`src/rtl/cs_wait_gen.sv`:
```
module cs_wait_gen #(
  parameter int                ADDR_W    = 24,
  parameter logic [ADDR_W-1:0] ROM_BASE  = 'h000000,
  parameter logic [ADDR_W-1:0] ROM_SIZE  = 'h040000,
  parameter logic [ADDR_W-1:0] RAM_BASE  = 'h0F0000,
  parameter logic [ADDR_W-1:0] RAM_SIZE  = 'h004000,
  parameter logic [ADDR_W-1:0] PER_BASE  = 'h0FF000,
  parameter logic [ADDR_W-1:0] PER_SIZE  = 'h001000,
  parameter logic [ADDR_W-1:0] EXT_BASE  = 'h100000,
  parameter int                EXT_SHIFT = 20
) (
  input  logic              clk,
  input  logic              rst_n,
  input  logic              reg_we,
  input  logic [15:0]       reg_wdata,
  output logic [15:0]       reg_rdata,
  input  logic              bus_start,
  input  logic [ADDR_W-1:0] bus_addr,
  input  logic              per_ready,
  output logic              bus_ready,
  output logic [3:0]        cs_sel
);
  localparam logic [15:0]       CFG_MASK = 16'h7777;
  localparam logic [15:0]       CFG_RST  = 16'h7777;
  localparam logic [ADDR_W-1:0] EXT_SPAN = ADDR_W'(4) << EXT_SHIFT;

  typedef enum logic [1:0] {S_IDLE, S_WAIT, S_PER} st_t;

  st_t               st;
  logic [15:0]       cfg;
  logic [2:0]        cnt;
  logic              rdy_q;
  logic [3:0]        cs_q;
  logic [ADDR_W-1:0] rom_off, ram_off, per_off, ext_off;
  logic              hit_mem, hit_per, hit_ext;
  logic [1:0]        cs_idx;
  logic [2:0]        sel_wait;
  logic              accept, per_cyc, wait_cyc;

  assign rom_off  = bus_addr - ROM_BASE;
  assign ram_off  = bus_addr - RAM_BASE;
  assign per_off  = bus_addr - PER_BASE;
  assign ext_off  = bus_addr - EXT_BASE;
  assign hit_mem  = (rom_off < ROM_SIZE) | (ram_off < RAM_SIZE);
  assign hit_per  = ~hit_mem & (per_off < PER_SIZE);
  assign hit_ext  = ext_off < EXT_SPAN;
  assign cs_idx   = hit_ext ? ext_off[EXT_SHIFT+1:EXT_SHIFT] : 2'd3;
  assign sel_wait = cfg[{cs_idx, 2'b00} +: 3];

  assign per_cyc  = (st == S_PER);
  assign wait_cyc = (st == S_WAIT);
  assign accept   = bus_start & ((st == S_IDLE) | (per_cyc & per_ready));

  assign reg_rdata = cfg;
  assign bus_ready = rdy_q | (per_cyc & per_ready);
  assign cs_sel    = cs_q;

  always_ff @(posedge clk) begin
    if (!rst_n)      cfg <= CFG_RST;
    else if (reg_we) cfg <= reg_wdata & CFG_MASK;
  end

  always_ff @(posedge clk) begin
    if (!rst_n) begin
      st    <= S_IDLE;
      cnt   <= '0;
      rdy_q <= 1'b0;
      cs_q  <= '0;
    end else begin
      rdy_q <= 1'b0;
      if (accept) begin
        cs_q <= (hit_mem | hit_per) ? 4'b0000 : (4'b0001 << cs_idx);
        if (hit_per) begin
          st <= S_PER;
        end else if (hit_mem || sel_wait == 3'd0) begin
          st    <= S_IDLE;
          rdy_q <= 1'b1;
        end else begin
          st  <= S_WAIT;
          cnt <= sel_wait - 3'd1;
        end
      end else begin
        case (st)
          S_WAIT: begin
            if (cnt == 3'd0) begin
              rdy_q <= 1'b1;
              st    <= S_IDLE;
            end else begin
              cnt <= cnt - 3'd1;
            end
          end
          S_PER:   if (per_ready) st <= S_IDLE;
          default: if (rdy_q) cs_q <= '0;
        endcase
      end
    end
  end
endmodule


```
`config.mk`:
```
export PLATFORM = sky130hd
export DESIGN_NAME = cs_wait_gen
export DESIGN_NICKNAME = d
export VERILOG_FILES = /design/src/rtl/cs_wait_gen.sv
export SDC_FILE = /design/constraint.sdc
export NUM_CORES = 1
export LEC_CHECK = 0
export ABC_CLOCK_PERIOD_IN_PS = 3800
export BUFFER_PORTS_ARGS = -buffer_cell sky130_fd_sc_hd__buf_2
export CORE_ASPECT_RATIO = 0.75
export CORE_UTILIZATION = 48
export CTS_BUF_LIST = sky130_fd_sc_hd__clkbuf_8
export DETAILED_ROUTE_END_ITERATION = 6
export PLACE_DENSITY = 0.85
export SKIP_CTS_REPAIR_TIMING = 1
export SYNTH_ARGS = -nofsm -noshare
export SYNTH_HDL_FRONTEND = slang
export SYNTH_SLANG_ARGS = --single-unit
```
`constraint.sdc`:
```
create_clock -name clk -period 3.8 [get_ports clk]
set_input_delay 1.14 -clock clk [delete_from_list [all_inputs] [get_ports clk]]
set_output_delay 1.14 -clock clk [all_outputs]
set_load 0.005 [all_outputs]
```
==> results by group <==
Status
  • Status: finished clean

Timing
  • # setup viols final: 0
  • Min Clock Period, post-route: 3.60 ns
  • RSZ-0062 raised after global routing: false
  • Worst Skew: about 0.012 ns
  • Slew @ Worst Pin: roughly 0.55 ns
  • Fin. Hold Viols: 0
  • Fmax: about 280 MHz
  • Slew HR: 0.629
  • Setup ws final: 0.201 ns
  • Hold slack: around 0.47 ns
  • Tcrit/Tclk final: 0.947
  • Pins Over Slew Limit: 0

Layout
  • Layout Area Growth over Synthesis: 24.5%
  • # diodes: 0
  • Most frequent cells in the layout: buf_2 (45), dfxtp_1 (22), nand2_1 (19)
  • Most common cell after layout, fill and taps aside: buf_2
  • Final net count: 264
  • Share of cells above drive strength 1: 0.324

GRT
  • Remaining Overflow, GRT: 0
  • GRT Util Overall: 0.237
  • Antenna violations before repair: 0
  • Vias in the first global route: roughly 1300
  • First-pass GRT wire length: about 5.8 mm
  • Pin count of the biggest net entering global routing: 20

Synthesis
  • Cells after Synth: ~170
  • Async S/R FF share, synth: 0
  • Share of Yosys cell area claimed by the top area cell type: 0.316
  • Post-Synth XOR/XNOR Area: 0.00628
  • Post-synth top flop: dfxtp_1
  • Simple logic cell fraction of the synthesized area: 0.247
  • Leading post-synthesis cells by cell area: dfxtp_1 (32%), mux2i_1 (11%), nand2_1 (5.1%)
  • Unique masters post-synth: 54
  • EDFF count, synth: 0
  • Synth Area in Compound Gates: 0.198
  • Largest family of logic cells by synthesized area: simple AND/OR/NAND/NOR gates
  • Mux contribution to synthesized area: 0.123
  • Synth warnings: 0
  • Cell Area, Synth: about 0.0014 mm²
  • Syn Area/Cell: 8.46 µm²
  • FF+latch count, synth: 22
  • Largest area contributor in the netlist: dfxtp_1
  • Register area share after synthesis: 0.316
  • Adder-cell share of the synthesized area: 0.0448

Placement
  • DP Worst Slack: -0.0138 ns
  • Hpwl dp: about 2.6 mm
  • Port bufs: 45
  • GPL Wtd Cong: between 0.8 and 0.9

Detailed routing
  • Final WL: around 3.6 mm
  • Vias post-DR: 1460
  • Antenna Nets Post-Route: 0
  • DR WL/cell: 14.5 µm
  • Initial DRC count: between 60 and 70
  • Via/cell ratio: 5.86
  • DR pass1 iterations: 4
  • Drt drc: 0

Clock tree
  • Clk buf depth: 2
  • CTS Root Cell: clkbuf_8
  • TritonCTS Buffers: 3
  • H-tree Lvls: 1
  • Clk pin slew, worst setup/hold paths: ~0.090 ns
  • Sink Count: 22
  • Clock Latency Late Sink: between 0.2 and 0.3 ns
  • CTS tree: built

Setup path
  • Setup crit start kind: input port
  • CP Class: input port to register
  • Required @ worst endpoint: ~4.0 ns
  • CP Data Arrival Time: ~3.8 ns
  • CP max FO: 6
  • Critical Path End Type: register
  • R2R setup slack: ~1.3 ns

Die
  • Core ar.: 0.00268 mm²
  • Die Y: about 50 µm
  • I/O pin count: 66
  • Initial core utilization: 0.520
  • Horiz. Die Dim: 64.3 µm
  • Cell row count: 16
  • Die area: around 0.0031 mm²

Power
  • Static leakage: 0.767 nW
  • P per Cell Area: between 300 and 400 mW/mm²
  • Max rail drop VDD: around 0.24 mV

Hold path
  • Hold Path Class: register to register

Job
  • Total of max-cap violations: 0
-- registers in the layout, indices dropped and copies added (netlist names) --
signal	flops
rdy_q	1
st	2
cs_sel	4
reg_rdata	12
cnt	3
-- synthesized netlist by cell type, drive strengths merged, types with 2 or more instances --
master  count
a211oi      2
a21oi       6
and2        2
o21ai       7
dfxtp      22
nand3       3
a221oi      2
mux2i      16
buf         8
nor4        3
ha          5
or2         3
or3         4
nand4       2
nand2b      2
nor3        5
inv         6
clkbuf      2
a22oi       4
and3        2
nand2      19
a31o        2
or4         2
nor2       15
-- report_power, final --
group          switching, mW  internal, mW  total [mW]
Combinational         0.0844        0.0735       0.158
Sequential            0.0178         0.248       0.266
Clock                 0.0804         0.141       0.221
-- metal layers --
metal	part of all wire	up-vias	track usage
met1	0.47	667	0.336
met2	0.41	79	0.333
met4	0.036	0	0.126
met3	0.078	17	0.0472
li1	-	697	-
met5	0	-	0
-- critical path, cell delays in order --
cell and delay (ns):
buf_2 0.13, inv_1 0.07, ha_1 0.24, xor2_1 0.20
buf_4 0.17, nor4_1 0.32, a21o_1 0.18, a221oi_1 0.05
or2_2 0.31, ha_1 0.23, nand2b_1 0.16, nor4_1 0.20
a31o_2 0.21, a41oi_1 0.06, o211ai_1 0.12
-- area by class of cell --
type	count	area, µm²
clock inverter	1	30.0
timing repair buffer	51	270
sequential	22	440
fill	238	946
multi-input combinational	129	883
clock buffer	3	41.3
tap	36	45.0
inverter	7	26.3
-- worst paths after layout --
check | from | end | depth (start not counted)
max | bus_addr[20] | cnt[2] | 15
min | cs_sel[1] | cs_sel[1] | 2
max reg2reg | st[0] | cnt[2] | 13
min reg2reg | cs_sel[1] | cs_sel[1] | 2
-- kinds of logic after synthesis --
logic type               after synthesis
buffers and inverters                 17
XOR/XNOR                               1
AO/OA/AOI/OAI                         35
other                                  1
AND/OR/NAND/NOR                       67
adder cells (fa/ha/maj)                5
flip-flops                            22
multiplexers                          17
-- stage by stage --
stage / util / instances / area (µm²) / TNS, ns / total power, mW
5_1_grt: 0.647 / 249 / 1740 / 0 / 0.673
3_5_place_dp: 0.619 / 245 / 1660 / -0.0138 / 0.421
3_3_place_gp: 0.619 / 245 / 1660 / 0 / 0.415
6_report: 0.647 / 249 / 1740 / 0 / 0.645
4_1_cts: 0.646 / 249 / 1730 / 0 / 0.643
2_1_floorplan: - / 168 / 1410 / 0 / 0.370
No activity file was read; power rests on OpenSTA's default activity.
